`config.mk`:
```
export PLATFORM = sky130hd
export DESIGN_NAME = uart_frac_tx
export DESIGN_NICKNAME = d
export VERILOG_FILES = /design/src/rtl/uart_tx_pkg.sv /design/src/rtl/uart_tx_framer.sv /design/src/rtl/uart_tx_bit_timer.sv /design/src/rtl/uart_frac_tx.sv
export SDC_FILE = /design/constraint.sdc
export NUM_CORES = 1
export LEC_CHECK = 0
export ABC_AREA = 1
export BUFFER_PORTS_ARGS = -buffer_cell sky130_fd_sc_hd__buf_2
export CAP_MARGIN = 25
export CORE_MARGIN = 2
export CORE_UTILIZATION = 55
export CTS_CLUSTER_SIZE = 28
export DETAILED_ROUTE_END_ITERATION = 8
export GPL_ROUTABILITY_DRIVEN = 1
export PLACE_DENSITY_LB_ADDON = 0.08
export SLEW_MARGIN = 20
export SYNTH_ARGS = -nofsm -noshare
export SYNTH_HDL_FRONTEND = slang
export SYNTH_SLANG_ARGS = --single-unit
```
`constraint.sdc`:
```
create_clock -name clk -period 2.25 [get_ports clk]
set_input_delay 0.3375 -clock clk [delete_from_list [all_inputs] [get_ports clk]]
set_output_delay 0.3375 -clock clk [all_outputs]
set_load 0.03 [all_outputs]
```
`src/rtl/uart_tx_pkg.sv`:
```
package uart_tx_pkg;
   // line-control field layout (positions are decoded by the framer)
   localparam int LCR_W      = 7;
   localparam int LEN_LSB    = 0;
   localparam int LEN_FLD_W  = 2;
   localparam int STOP_BIT   = 2;
   localparam int PAR_EN_BIT = 5;
   localparam int MIN_LEN    = 5;
   localparam int FRAC_W     = 3;
   localparam logic [2:0] PAR_ODD_CODE = 3'b100;

   // start + data + parity + two stops
   function automatic int frame_width(input int data_w);
      return 1 + data_w + 1 + 2;
   endfunction
endpackage

```
`src/rtl/uart_tx_framer.sv`:
```
module uart_tx_framer
   import uart_tx_pkg::*;
#(
   parameter int DATA_W  = 8,
   parameter int FRAME_W = frame_width(DATA_W),
   parameter int CNT_W   = $clog2(FRAME_W + 1)
) (
   input  logic [DATA_W-1:0]  data_i,
   input  logic [LCR_W-1:0]   lcr_i,
   output logic [FRAME_W-1:0] frame_o,
   output logic [CNT_W-1:0]   nbits_o
);
   localparam int IDX_W = $clog2(FRAME_W);

   logic [DATA_W-1:0] dmask;
   logic              odd_sel;
   logic              par_bit;
   logic [IDX_W-1:0]  par_idx;

   // active-data mask: low MIN_LEN bits always active, the rest by length field
   for (genvar g = 0; g < DATA_W; g++) begin : g_mask
      if (g < MIN_LEN) begin : g_fixed
         assign dmask[g] = 1'b1;
      end else begin : g_sel
         assign dmask[g] = (int'(lcr_i[LEN_LSB +: LEN_FLD_W]) >= g - MIN_LEN + 1);
      end
   end

   assign odd_sel = (lcr_i[PAR_EN_BIT -: 3] == PAR_ODD_CODE);
   assign par_bit = (^(data_i & dmask)) ^ odd_sel;
   assign par_idx = IDX_W'(1 + MIN_LEN) + IDX_W'(lcr_i[LEN_LSB +: LEN_FLD_W]);

   always_comb begin
      frame_o              = '1;
      frame_o[0]           = 1'b0;
      frame_o[DATA_W:1]    = data_i | ~dmask;
      if (lcr_i[PAR_EN_BIT]) frame_o[par_idx] = par_bit;
      nbits_o = CNT_W'(1 + MIN_LEN) + CNT_W'(lcr_i[LEN_LSB +: LEN_FLD_W])
              + CNT_W'(lcr_i[PAR_EN_BIT]) + (lcr_i[STOP_BIT] ? CNT_W'(2) : CNT_W'(1));
   end
endmodule

```
`src/rtl/uart_tx_bit_timer.sv`:
```
module uart_tx_bit_timer
   import uart_tx_pkg::*;
#(
   parameter int DIV_W = 16,
   parameter int PER_W = DIV_W + 5
) (
   input  logic              clk,
   input  logic              rst_n,
   input  logic              load_i,
   input  logic              busy_i,
   input  logic [DIV_W-1:0]  div_i,
   input  logic [FRAC_W-1:0] frac_i,
   output logic              tick_o
);
   logic [PER_W-1:0] period_q;
   logic [PER_W-1:0] cnt_q;
   logic [PER_W-1:0] period_d;

   assign period_d = PER_W'({div_i, 4'b0000}) + PER_W'(frac_i) + PER_W'(16);

   always_ff @(posedge clk or negedge rst_n) begin
      if (!rst_n) begin
         period_q <= PER_W'(16);
         cnt_q    <= '0;
      end else if (load_i) begin
         period_q <= period_d;
         cnt_q    <= period_d - PER_W'(1);
      end else if (busy_i) begin
         if (cnt_q == '0) cnt_q <= period_q - PER_W'(1);
         else             cnt_q <= cnt_q - PER_W'(1);
      end
   end

   assign tick_o = busy_i && (cnt_q == '0);

   // the down-counter never leaves the captured period window
   p_count_bound_r5: assert property (@(posedge clk) disable iff (!rst_n)
      busy_i |-> (cnt_q < period_q));

   // period stays frozen while a frame runs
   p_period_hold_r10: assert property (@(posedge clk) disable iff (!rst_n)
      (busy_i && !load_i && $past(busy_i)) |-> $stable(period_q));
endmodule

```
`src/rtl/uart_frac_tx.sv`:
```
module uart_frac_tx
   import uart_tx_pkg::*;
#(
   parameter int DATA_W  = 8,
   parameter int DIV_W   = 16,
   parameter bit REG_OUT = 1'b0
) (
   input  logic                 clk,
   input  logic                 rst_n,
   input  logic [LCR_W-1:0]     lcr_i,
   input  logic [DIV_W-1:0]     div_i,
   input  logic [FRAC_W-1:0]    frac_i,
   input  logic                 tx_valid_i,
   input  logic [DATA_W-1:0]    tx_data_i,
   output logic                 tx_ready_o,
   output logic                 tx_event_o,
   output logic                 tx_line_o,
   output logic [2:0]           stat_o
);
   localparam int FRAME_W = frame_width(DATA_W);
   localparam int CNT_W   = $clog2(FRAME_W + 1);

   if (DATA_W != MIN_LEN + 3) begin : g_chk_data
      $error("DATA_W must equal the longest selectable length");
   end
   if (DIV_W < 1) begin : g_chk_div
      $error("DIV_W must be positive");
   end

   logic               busy_q;
   logic [FRAME_W-1:0] shreg_q;
   logic [CNT_W-1:0]   left_q;
   logic [FRAME_W-1:0] frame_w;
   logic [CNT_W-1:0]   nbits_w;
   logic               accept;
   logic               tick;
   logic               line_raw;

   assign tx_ready_o = !busy_q && (div_i != '0);
   assign accept     = tx_valid_i && tx_ready_o;
   assign tx_event_o = accept;
   assign stat_o     = {!busy_q, !busy_q, 1'b0};

   uart_tx_framer #(.DATA_W(DATA_W), .FRAME_W(FRAME_W), .CNT_W(CNT_W)) u_framer (
      .data_i  (tx_data_i),
      .lcr_i   (lcr_i),
      .frame_o (frame_w),
      .nbits_o (nbits_w)
   );

   uart_tx_bit_timer #(.DIV_W(DIV_W)) u_timer (
      .clk    (clk),
      .rst_n  (rst_n),
      .load_i (accept),
      .busy_i (busy_q),
      .div_i  (div_i),
      .frac_i (frac_i),
      .tick_o (tick)
   );

   always_ff @(posedge clk or negedge rst_n) begin
      if (!rst_n) begin
         busy_q  <= 1'b0;
         shreg_q <= '1;
         left_q  <= '0;
      end else if (accept) begin
         busy_q  <= 1'b1;
         shreg_q <= frame_w;
         left_q  <= nbits_w;
      end else if (tick) begin
         shreg_q <= {1'b1, shreg_q[FRAME_W-1:1]};
         left_q  <= left_q - CNT_W'(1);
         if (left_q == CNT_W'(1)) busy_q <= 1'b0;
      end
   end

   assign line_raw = busy_q ? shreg_q[0] : 1'b1;

   if (REG_OUT) begin : g_line_reg
      logic line_q;
      always_ff @(posedge clk or negedge rst_n) begin
         if (!rst_n) line_q <= 1'b1;
         else        line_q <= line_raw;
      end
      assign tx_line_o = line_q;
   end else begin : g_line_comb
      assign tx_line_o = line_raw;
   end

   // the cycle after acceptance carries the low start bit
   p_start_low_r4: assert property (@(posedge clk) disable iff (!rst_n)
      accept |=> (line_raw == 1'b0));

   // both empty flags drop once a byte is taken
   p_status_busy_r7: assert property (@(posedge clk) disable iff (!rst_n)
      accept |=> (stat_o[2:1] == 2'b00));

   // unconfigured timing keeps the line idle and refuses bytes
   p_idle_div0_r6: assert property (@(posedge clk) disable iff (!rst_n)
      ((div_i == '0) && !busy_q) |-> (!tx_ready_o && line_raw));

   // no second acceptance right after one
   p_no_back2back_r9: assert property (@(posedge clk) disable iff (!rst_n)
      accept |=> !tx_ready_o);
endmodule

```
==> reports/metrics.cfg <==
[clock_tree]
cts_tree = built
htreeDepth = 3
postCtsHoldBufs = 0
ctsRootBufferMaster = clkbuf_8
clk_pin_slew_worst_paths_ps = 70
numCtsBuffers = 9
cts_sinks = 58
clk_latency_ps = 330
cts_buffer_depth = 2

[global_routing]
grt_pass1_vias = 4210
grt_pass1_wl_mm = 18.80
grt_remaining_overflow = 0
track_usage_pct = 27.57
antenna_found_initial = 0
grt_start_max_net_pins = 59

[final_layout]
final_nets = 766
syn2layout_area_growth_pct = 26.78
drive_gt1_share_pct = 34.34
fillerInstances = 650
fin_util_pct = 71.97
diodes = 0

[sta]
fin_crit_sh_pct = 97.12
maxSlewViolCount = 0
hold_ws_ps = -9.095
period_minus_slack_ps = 2185
clock_skew_ps = 6.348
hold_viol = 7
worst_slack_ps = 64.70
setup_tns_ps = 0
fmax_mhz = 457.6
setup_viol = 0
rsz0062_at_grt = yes

[power_and_ir_drop]
ir_drop_uv = 479.8
p_clk_share_pct = 14.9
power_switching_share_pct = 43.44
power_frac_seq_pct = 29.8
internal_power_mw = 3.179
p_comb_share_pct = 55.3
p_leak_nw = 2.902
p_per_area_nw_per_um2 = 1011
switchingPower_mw = 2.441

[placed_design]
gp_congestion = 0.8947
io_buffer_count = 40
preCtsSetupSlack_ps = -186.3
hpwl_mm = 8.581

[synth]
yosys_register_bits = 58
synthTopCellsByArea = dfrtp_1 (26%), nand2_1 (14%), dfstp_2 (7.8%)
synth_most_common_cell = nand2_1
synth_top_cell_by_area = dfrtp_1
synth_ff_type = dfrtp_1
yosysWarnings = 0
synth_area_sq_um = 4387
seq_area_frac_synth_pct = 33.46
synth_top_area_share_pct = 25.67
async_flop_share_pct = 100.0
avgSynthCellArea_sq_um = 7.275
syn_nets = 649
synthCells = 603
synth_edf_count = 0
synth_cell_types = 44
yosys-top-cells-count = nand2_1 (158), inv_1 (87), nor2_1 (51)

[outcome]
violations = negative hold slack
run_status = finished with violations

[drt]
wl_mm = 11.34
drc = 0
dr.pass1.iters = 5
routed_via_density = 5.140
drtIter0Drc = 169
ant_nets = 0
wire_per_inst_microns = 13.72
num_vias = 4251

[floorplanning]
boundaryPins = 43
fp.dieH_microns = 93.31
initial_core_util_pct = 56.77
die_w_microns = 93.31
core_region_area_sq_um = 7727
fp-row-count = 32
die_area_sq_um = 8706

[critical_path]
r2r_slack_ps = 60
rr_startpoint = u_timer.cnt_q[18]
worstPathMaxFanout = 8
critPathArrivalTime_ps = 2410
cp_slowest_stage_delay_ps = 430
r2r_cells = 14
cp_cell_sequence = nor2_2, nand2_2, nor2_4, buf_6, nand4_1, nand3_1, nand2_2, nor2_4, nand2_4, nor2_4, buf_4, nand3_1, nand3_1, nand2_1
cp_slowest_cell = dfrtp_1
crit_type = reg2reg
critPathLaunch = u_timer.cnt_q[18]
worst_setup_path_start_kind = flop
required_ps = 2480
path_depth = 14
r2r-end = u_timer.cnt_q[15]
critPathTopFamily = simple AND/OR/NAND/NOR gates
cp_num_buf_inv = 2
endpoint_kind = flop

[job]
drv_cap = 0

[min_path]
hp-class = in2async

-- through the flow --
step | total power [mW] | cells | instance area, sq um
after floorplan | 3.472 | 603 | 4387
after global placement | 4.301 | 798 | 5137
after detailed placement | 4.394 | 798 | 5137
after CTS | 5.249 | 814 | 5304
after global routing | 6.063 | 827 | 5562
final | 5.621 | 827 | 5562
-- placed cells by master, fill, tap and decap left out, drive strengths merged, types with 6 or more instances in the layout --
| master | n |
|---|---|
| inv | 94 |
| buf | 126 |
| nand3 | 54 |
| dfstp | 13 |
| nand4 | 21 |
| clkbuf | 13 |
| a21oi | 10 |
| ha | 7 |
| nor2 | 71 |
| xnor2 | 7 |
| xor2 | 12 |
| o21ai | 37 |
| o21bai | 6 |
| o221ai | 6 |
| nand2 | 181 |
| dfrtp | 45 |
-- registers in the layout, indices dropped and copies added (netlist names) --
name,count
busy_q,1
u_timer.period_q,20
shreg_q,12
u_timer.cnt_q,21
left_q,4
-- worst register-to-register path, stage by stage, from the launching register on --
cell,delay [ps]
dfrtp_1,430
nor2_2,140
nand2_2,90
nor2_4,180
buf_6,170
nand4_1,80
nand3_1,100
nand2_2,120
nor2_4,160
nand2_4,90
nor2_4,170
buf_4,150
nand3_1,70
nand3_1,90
nand2_1,60
-- worst max-delay path by stage --
stage,to
after floorplan,u_timer.cnt_q[18]
after global placement,u_timer.cnt_q[18]
after detailed placement,u_timer.cnt_q[18]
after CTS,u_timer.cnt_q[18]
after global routing,u_timer.cnt_q[6]
final,u_timer.cnt_q[15]
-- logic make-up (layout without fill, tap and decap cells) --
logic type      count (synthesis)  count (layout)  share of synthesized area, %
simple gates                  332             333                         38.25
xor+xnor                       19              19                         3.794
flops                          58              58                         33.46
fa+ha+maj                       9               9                         2.909
buf+inv                       115             236                         11.69
other cells                     1               1                       0.08549
compound gates                 69              69                         9.812
-- layer usage --
| layer | part of all wire [%] | vias up | GRT usage, % |
|---|---|---|---|
| met5 | 0 | - | 0 |
| met4 | 3.8 | 0 | 15.44 |
| met3 | 3.3 | 34 | 3.707 |
| met2 | 52 | 109 | 49.10 |
| met1 | 41 | 1969 | 31.66 |
| li1 | - | 2139 | - |
-- power groups by stage --
stage | logic [mW] | registers (mW) | clock network [mW]
floorplan | 1.84 | 1.63 | 0
global placement | 2.64 | 1.66 | 0
detailed placement | 2.71 | 1.68 | 0
CTS | 2.74 | 1.67 | 0.846
global route | 3.45 | 1.72 | 0.891
finish | 3.11 | 1.68 | 0.838
-- cell type report --
class,instances,area [sq um],share of cell area [%]
clock buffers,13,148.9,2.677
clock inverters,3,15.01,0.2700
inverters,94,355.3,6.389
multi-input cells,431,2552,45.89
flip-flops and latches,58,1469,26.41
well taps,102,127.6,2.295
repair buffers,126,893.4,16.06
-- timing repair --
action | in CTS | in global routing
resized for setup | 1 | 51
pin swaps | 1 | 20
cloned | 0 | 1
endpoints found under the setup margin | 5 | 17
buffers inserted | 0 | 12
No activity file was read; power rests on OpenSTA's default activity.
